==> src/rtl/ssp_pkg.sv <==
package ssp_pkg;
  // Edge and level events seen by the shift logic, all in the system-clock domain
  typedef struct packed {
    logic sclk_rise;
    logic sclk_fall;
    logic sclk_lvl;
    logic fs_fall;
    logic fs_high;
    logic sdi;
  } ssp_evt_t;
endpackage

==> src/rtl/ssp_sync.sv <==
module ssp_sync #(
  parameter int          N       = 1,
  parameter int          STAGES  = 2,
  parameter logic [N-1:0] RST_VAL = '0
) (
  input  logic         clk,
  input  logic         rst_n,
  input  logic [N-1:0] d,
  output logic [N-1:0] q
);
  for (genvar b = 0; b < N; b++) begin : g_bit
    logic [STAGES-1:0] chain;
    always_ff @(posedge clk or negedge rst_n) begin
      if (!rst_n) chain <= {STAGES{RST_VAL[b]}};
      else        chain <= {chain[STAGES-2:0], d[b]};
    end
    assign q[b] = chain[STAGES-1];
  end
endmodule

==> src/rtl/ssp_frontend.sv <==
module ssp_frontend
  import ssp_pkg::*;
#(
  parameter int SYNC_STAGES = 2
) (
  input  logic     clk,
  input  logic     rst_n,
  input  logic     sclk_in,
  input  logic     fs_n_in,
  input  logic     sdi_in,
  output ssp_evt_t evt
);
  logic [2:0] raw, synced;
  logic       sclk_prev, fs_prev;

  assign raw = {sclk_in, fs_n_in, sdi_in};

  // Serial clock and frame sync reset to their idle-high levels
  ssp_sync #(.N(3), .STAGES(SYNC_STAGES), .RST_VAL(3'b110)) u_sync (
    .clk(clk), .rst_n(rst_n), .d(raw), .q(synced)
  );

  always_ff @(posedge clk or negedge rst_n) begin
    if (!rst_n) begin
      sclk_prev <= 1'b1;
      fs_prev   <= 1'b1;
    end else begin
      sclk_prev <= synced[2];
      fs_prev   <= synced[1];
    end
  end

  always_comb begin
    evt.sclk_lvl  = synced[2];
    evt.sclk_rise = synced[2] & ~sclk_prev;
    evt.sclk_fall = ~synced[2] & sclk_prev;
    evt.fs_high   = synced[1];
    evt.fs_fall   = ~synced[1] & fs_prev;
    evt.sdi       = synced[0];
  end
endmodule

==> src/rtl/ssp_shifter.sv <==
module ssp_shifter
  import ssp_pkg::*;
#(
  parameter int WORD_W = 16,
  localparam int CNT_W = $clog2(WORD_W + 1)
) (
  input  logic              clk,
  input  logic              rst_n,
  input  ssp_evt_t          evt,
  input  logic [WORD_W-1:0] tx_word,
  output logic              sdo,
  output logic              wr_valid,
  output logic [WORD_W-1:0] wr_word
);
  localparam logic [CNT_W-1:0] FULL = CNT_W'(WORD_W);
  localparam logic [CNT_W-1:0] LAST = CNT_W'(WORD_W - 1);

  logic [CNT_W-1:0]  bitcnt, bitcnt_n;
  logic [WORD_W-1:0] rx_sr, rx_n, tx_sr, tx_n;
  logic              launched, launched_n, wr_n;
  logic              rx_en, tx_en;

  always_comb begin
    bitcnt_n   = bitcnt;
    rx_n       = rx_sr;
    tx_n       = tx_sr;
    launched_n = launched;
    rx_en      = 1'b0;
    tx_en      = 1'b0;
    wr_n       = 1'b0;
    if (evt.fs_high) begin
      bitcnt_n   = '0;
      rx_n       = '0;
      tx_n       = '0;
      launched_n = 1'b0;
      rx_en      = 1'b1;
      tx_en      = 1'b1;
    end else begin
      if (evt.fs_fall && !evt.sclk_lvl) begin
        tx_n       = tx_word;
        launched_n = 1'b1;
        tx_en      = 1'b1;
      end else if (evt.sclk_fall) begin
        tx_en      = 1'b1;
        launched_n = 1'b1;
        tx_n       = launched ? {tx_sr[WORD_W-2:0], 1'b0} : tx_word;
      end
      if (evt.sclk_rise && bitcnt < FULL) begin
        rx_en    = 1'b1;
        rx_n     = {rx_sr[WORD_W-2:0], evt.sdi};
        bitcnt_n = bitcnt + CNT_W'(1);
        wr_n     = (bitcnt == LAST);
      end
    end
  end

  always_ff @(posedge clk or negedge rst_n) begin
    if (!rst_n) begin
      bitcnt   <= '0;
      rx_sr    <= '0;
      tx_sr    <= '0;
      launched <= 1'b0;
      wr_valid <= 1'b0;
    end else begin
      wr_valid <= wr_n;
      if (rx_en) begin
        bitcnt <= bitcnt_n;
        rx_sr  <= rx_n;
      end
      if (tx_en) begin
        tx_sr    <= tx_n;
        launched <= launched_n;
      end
    end
  end

  assign sdo     = tx_sr[WORD_W-1];
  assign wr_word = rx_sr;


  wr_pulse_chk: assert property (@(posedge clk) disable iff (!rst_n)
    wr_valid |=> !wr_valid);

  bitcnt_range_chk: assert property (@(posedge clk) disable iff (!rst_n)
    bitcnt <= FULL);

  tx_change_chk: assert property (@(posedge clk) disable iff (!rst_n)
    !$stable(tx_sr) |-> $past(evt.fs_high || evt.fs_fall || evt.sclk_fall));

  idle_quiet_chk: assert property (@(posedge clk) disable iff (!rst_n)
    $past(evt.fs_high) |-> !sdo);
endmodule

==> src/rtl/ssp_test_reg.sv <==
module ssp_test_reg #(
  parameter int                      WORD_W    = 16,
  parameter int                      ADDR_W    = 2,
  parameter logic [ADDR_W-1:0]       SEL_CODE  = 2'b01,
  parameter logic [WORD_W-ADDR_W-1:0] DEF_VALUE = 14'h0002,
  localparam int DATA_W = WORD_W - ADDR_W
) (
  input  logic              clk,
  input  logic              rst_n,
  input  logic              wr_valid,
  input  logic [WORD_W-1:0] wr_word,
  output logic [DATA_W-1:0] value
);
  logic hit;
  assign hit = wr_valid && (wr_word[WORD_W-1 -: ADDR_W] == SEL_CODE);

  always_ff @(posedge clk or negedge rst_n) begin
    if (!rst_n)   value <= DEF_VALUE;
    else if (hit) value <= wr_word[DATA_W-1:0];
  end


  test_write_only_chk: assert property (@(posedge clk) disable iff (!rst_n)
    !$stable(value) |-> $past(wr_valid));
endmodule

==> src/rtl/ssp_frame_port.sv <==
module ssp_frame_port
  import ssp_pkg::*;
#(
  parameter int WORD_W      = 16,
  parameter int ADDR_W      = 2,
  parameter int SYNC_STAGES = 2,
  localparam int DATA_W     = WORD_W - ADDR_W
) (
  input  logic              clk,
  input  logic              rst_n,
  input  logic              sclk_in,
  input  logic              fs_n_in,
  input  logic              sdi_in,
  output logic              sdo_out,
  input  logic [WORD_W-1:0] tx_word,
  output logic              wr_valid,
  output logic [WORD_W-1:0] wr_word,
  output logic [DATA_W-1:0] test_reg
);
  logic [1:0] rst_q;
  logic       rst_int_n;
  ssp_evt_t   evt;

  // Asynchronous assertion, synchronous release
  always_ff @(posedge clk or negedge rst_n) begin
    if (!rst_n) rst_q <= 2'b00;
    else        rst_q <= {rst_q[0], 1'b1};
  end
  assign rst_int_n = rst_q[1];

  ssp_frontend #(.SYNC_STAGES(SYNC_STAGES)) u_front (
    .clk(clk), .rst_n(rst_int_n), .sclk_in(sclk_in), .fs_n_in(fs_n_in),
    .sdi_in(sdi_in), .evt(evt)
  );

  ssp_shifter #(.WORD_W(WORD_W)) u_shift (
    .clk(clk), .rst_n(rst_int_n), .evt(evt), .tx_word(tx_word),
    .sdo(sdo_out), .wr_valid(wr_valid), .wr_word(wr_word)
  );

  ssp_test_reg #(
    .WORD_W(WORD_W), .ADDR_W(ADDR_W),
    .SEL_CODE(ADDR_W'(1)), .DEF_VALUE(DATA_W'(2))
  ) u_treg (
    .clk(clk), .rst_n(rst_int_n), .wr_valid(wr_valid), .wr_word(wr_word),
    .value(test_reg)
  );


  reset_quiet_chk: assert property (@(posedge clk)
    !rst_int_n |-> (!wr_valid && !sdo_out));
endmodule

==> config.mk <==
export PLATFORM = sky130hd
export DESIGN_NAME = ssp_frame_port
export DESIGN_NICKNAME = d
export VERILOG_FILES = /design/src/rtl/ssp_pkg.sv /design/src/rtl/ssp_sync.sv /design/src/rtl/ssp_frontend.sv /design/src/rtl/ssp_shifter.sv /design/src/rtl/ssp_test_reg.sv /design/src/rtl/ssp_frame_port.sv
export SDC_FILE = /design/constraint.sdc
export NUM_CORES = 1
export LEC_CHECK = 0
export BUFFER_PORTS_ARGS = -buffer_cell sky130_fd_sc_hd__buf_4
export CAP_MARGIN = 5
export CORE_MARGIN = 1
export CORE_UTILIZATION = 53
export DETAILED_ROUTE_END_ITERATION = 10
export PLACE_DENSITY = 0.78
export SYNTH_ARGS = -nofsm -noshare
export SYNTH_HDL_FRONTEND = slang
export SYNTH_SLANG_ARGS = --single-unit
export TNS_END_PERCENT = 1
==> constraint.sdc <==
create_clock -name clk -period 2.7 [get_ports clk]
set_clock_uncertainty 0.05 [all_clocks]
set_input_delay 0.675 -clock clk [delete_from_list [all_inputs] [get_ports clk]]
set_output_delay 0.675 -clock clk [all_outputs]
set_load 0.01 [all_outputs]
# Word-level counts from Yosys, hierarchy flattened
# Cells that the tools add are included.
totals:
  ff_bits: 63
  output_inout_bits: 32
  wordCells: 48
op_classes:
  add_sub_neg: 1
  order_cmp: 1
  eq_ne: 2
  n_mux: 18
  n_bitwise: 6
  n_reduce_logical: 8
op_table:
  columns: ["cell", "n"]
  rows:
  - ["two-way mux 16 bit", 6]
  - ["two-way mux 1 bit", 10]
  - ["two-way mux 5 bit", 2]
  - ["adder 5 x 1 -> 5 bit, second input constant", 1]
  - ["== test 5 x 4 -> 1 bit, second input constant", 1]
  - ["< comparator 5 bit, second input constant", 1]
  - ["AND reduction 2 bit", 2]
  - ["AND 1 bit", 3]
  - ["logical AND 1 bit", 3]
  - ["NOT 1 bit", 3]
  - ["nonzero test 3 bit", 1]
  - ["== test 2 x 1 -> 1 bit, second input constant", 1]
  - ["nonzero test 2 bit", 1]
  - ["zero test 1 bit", 1]

# Logic depth before layout (Yosys ltp)
depth:
  depth_word: 6
  mapped_depth: 5
  ltp_nobuf: 5

# Modules after synthesis
# From an unflattened synthesis, not the netlist that was laid out.
unflattened:
  cells_unflattened: 212
  hier_area_um2: 2708.8
by_module_without_submodules:
  columns: ["mod", "instances", "cells_each", "area_each_um2", "seq_area_each_um2"]
  rows:
  - ["ssp_shifter", 1, 165, 1825.5, 975.9]
  - ["ssp_test_reg", 1, 30, 578.1, 351.6]
  - ["ssp_sync", 1, 9, 177.7, 155.1]
  - ["ssp_frontend", 1, 5, 73.8, 52.6]
  - ["ssp_frame_port", 1, 3, 53.8, 50.0]

# Worst setup path after synthesis
# Ideal clock, no wire load.
synth_timing:
  path_kind: "register -> register"
  start: "register u_shift.bitcnt[0]"
  end: "register u_shift.bitcnt[4]"
  setup_ps: 78
  arrival_ps: 1532
  required_time_ps: 2572
  slack_ps: 1040
  stages_incl_launch_ff: 6
  n_path_buf: 0
  cell_sequence: "dfrtp_1 -> ha_1 -> and3_1 -> ha_1 -> or3b_2 -> a21oi_1"
synth_via:
  elab_chain_len: 5
  word_cells_on_any_way: 9
  classes_between: "add/sub (1); order compare (1); mux (4); reduce/logical (3)"
synth_lines:
  columns: ["item", "line_no", "text"]
  rows:
  - ["from (decl)", "ssp_shifter.sv:18", "logic [CNT_W-1:0] bitcnt, bitcnt_n;"]
  - ["from (signal assigned)", "ssp_shifter.sv:67", "bitcnt <= bitcnt_n;"]
  - ["< comparator 5 bit", "ssp_shifter.sv:48", "if (evt.sclk_rise && bitcnt < FULL) begin"]
  - ["logical AND 1 bit", "ssp_shifter.sv:48", null]
  - ["two-way mux 1 bit", "ssp_shifter.sv:48", null]
  - ["two-way mux 1 bit", "ssp_shifter.sv:31", "if (evt.fs_high) begin"]
  - ["AND reduction 2 bit (no line)", null, null]
# Several ways; a longest one is shown, not always the timed one. The select of a mux whose other input is x is not followed.
# A chain may end at the register's enable or synchronous reset.

# Worst setup path after layout
layout_timing:
  start: "register u_front.u_sync.g_bit[2].chain[1]"
  end: "register u_shift.bitcnt[3]"
layout_via:
  elab_chain_len: 5
  word_cells_on_any_way: 6
  classes_between: "mux (2); bitwise (1); reduce/logical (3)"
layout_lines:
  columns: ["item", "line_no", "text"]
  rows:
  - ["from (decl)", "ssp_sync.sv:12", "logic [STAGES-1:0] chain;"]
  - ["from (signal assigned)", "ssp_sync.sv:14", "if (!rst_n) chain <= {STAGES{RST_VAL[b]}};"]
  - ["from (signal assigned)", "ssp_sync.sv:15", "else chain <= {chain[STAGES-2:0], d[b]};"]
  - ["AND 1 bit *", "ssp_frontend.sv:35", "evt.sclk_rise = synced[2] & ~sclk_prev;"]
  - ["logical AND 1 bit *", "ssp_shifter.sv:48", null]
  - ["two-way mux 1 bit", "ssp_shifter.sv:48", null]
  - ["two-way mux 1 bit", "ssp_shifter.sv:31", null]
  - ["AND reduction 2 bit (no line) *", null, null]
# Every way passes the cells marked *; elsewhere a longest branch is shown, timed or not.

==> metrics <==
starting DRC count in detailed routing 89; CTS Root Cell clkbuf_8; Longest Clk Path Bufs 2; YS warnings 0; Final Hold Vio Count 0; FF+latch area 1590 um^2; Avg Cell Area, Syn 12.3 um^2; Final Cell Area 3100 um^2; Multi-input gate area 826 um^2; critical path type reg -> reg; cts bufs inserted 9; die area 4950 um^2; Mapped Cells 201; Worst-path clk slew 70 ps; # hold bufs at CTS 0; Netlist cell types 29; ant diodes 0; syn nets 224; first-pass GRT wire length 7120 um; Worst setup SP type flop; PwrDens 604 nW/um^2; crit path setup slack, layout 785 ps; Hold WC Path Type in -> async; DP Area 2910 um^2; Rel. slew slack 40.7%; ANT nets after route 0; crit-path max FO 22; Seq cells post-synth 63; vias in the first global route 1,634; RSZ-0062 raised after global routing no; PortBufs 52; die height 70.4 um; # IOs 53; setup bufs post-CTS 0; Initial Util 56.2%; DRC 0; max-cap violations 0; Synth area leaders dfrtp_1 (57%), dfstp_2 (7.4%), mux2_2 (6.4%); area leader, netlist dfrtp_1; pre-CTS setup slack 767 ps; Die W 70.4 um; grt ovf 0; via count 1,696; setup TNS 0 ps; LEAKAGE 1.48 nW; Critical Path Sink Type flop; Peak VDD IR 0.356 mV; worst-margin pin slew 890 ps; WL final 4160 um; final core occ 70.1%; gr usage total 18.9%; WL/cell 13.3 um; CTS HTree Levels 3; Period minus WS final 1920 ps; status completed; Final period util 70.9%; Worst Path Required 2910 ps; Mapped Area 2480 um^2; top cell type's share of synthesized area 56.5%; initial antenna violation count 0; CTS tree done; Core Region 4410 um^2; routability cong. 0.741; worst hold margin 62.5 ps; post-CTS resize count 0; Max Freq 522 MHz; WP data arrival 2120 ps; # nets final 278; Sink Count 63; largest net degree at the start of global routing 44; fillers 311; synthesis-to-layout area growth 24.9%; fraction of layout cells with a size suffix above 1 36.5%; register area share after synthesis 64.0%; Via density 5.44; Post-DP HPWL 2750 um; Clock Latency Late Sink 330 ps; pins over their slew limit 0; row count 24; drt pass-1 iters 4; Final setup viols 0
## synthesized netlist by cell type (all sizes together)
library cell / count
buf: 9
ha: 2
or3b: 2
mux2: 14
dfrtp: 56
inv: 2
a221o: 15
nand3b: 1
nand2: 34
o21a: 1
clkbuf: 4
dfstp: 7
nor3b: 17
a22o: 1
a21oi: 20
o21ai: 2
nor2: 5
nand3: 1
or3: 2
conb: 1
and4b: 1
nor2b: 1
o21ba: 1
xnor2: 1
and3: 1
## cells by family after synthesis
logic type               count (synthesis)  synth area share, %
buffers and inverters                   15                 2.73
adder cells (fa/ha/maj)                  2                 1.01
other                                    1                0.151
multiplexers                            14                 6.36
AO/OA/AOI/OAI                           40                 11.6
XOR/XNOR                                 1                0.353
AND/OR/NAND/NOR                         65                 13.9
flip-flops                              63                 64.0
## final timing paths
| kind | startpoint | end | slack (ps) | depth (start not counted) |
|---|---|---|---|---|
| max in group asynchronous | rst_q[1] | u_treg.value[7] | 1550 | 1 |
| hold / removal | rst_n | rst_q[1] | 60 | 1 |
| setup reg to reg | u_front.u_sync.g_bit[2].chain[1] | u_shift.bitcnt[3] | 780 | 3 |
| hold reg to reg | rst_q[0] | rst_q[1] | 300 | 0 |
| setup / recovery | u_front.u_sync.g_bit[2].chain[1] | u_shift.bitcnt[3] | 780 | 3 |
| min in group clk | rst_q[0] | rst_q[1] | 300 | 0 |
## cell type report
type	count	area share [%]
clock inverter	4	1.46
tap	52	2.10
sequential	63	51.3
timing repair buffer	56	13.6
clock buffer	12	4.69
inverter	2	0.243
multi-input combinational	123	26.7
## power by group
| part | switching [mW] | internal (mW) |
|---|---|---|
| combinational | 0.0462 | 0.0473 |
| clock | 0.330 | 0.447 |
| sequential | 0.0265 | 0.974 |
## routing by layer
layer	track usage [%]	wire, um
met1	23.8	1940
met5	0	0
met2	29.8	1930
met4	10.7	104
met3	4.76	183
## metrics by stage
step / instances / total power [mW]
after global placement: 296 / 1.11
after detailed placement: 296 / 1.11
after global routing: 312 / 1.94
after CTS: 312 / 1.89
after floorplan: 201 / 1.07
final: 312 / 1.87
## state kept, by name, summed over array words and instances (netlist names)
signal                      count
u_front.u_sync.g_bit.chain      6
u_front.sclk_prev               1
u_shift.bitcnt                  5
u_shift.wr_word                16
rst_q                           2
u_shift.launched                1
u_shift.tx_sr                  16
u_treg.value                   14
u_shift.wr_valid                1
u_front.fs_prev                 1
## layout by cell type, fill, tap and decap left out, drive strengths merged, types with 5 or more instances in the layout
master,n
a21oi,20
mux2,14
nand2,34
dfstp,7
nor3b,17
clkbuf,12
a221o,15
dfrtp,56
nor2,5
buf,56
## worst max-delay path, cell delays in order, from the launching register on
cell	delay, ps
dfstp_2	570
or3b_1	640
or3_1	440
a21oi_1	140
No activity file was read; power rests on OpenSTA's default activity.
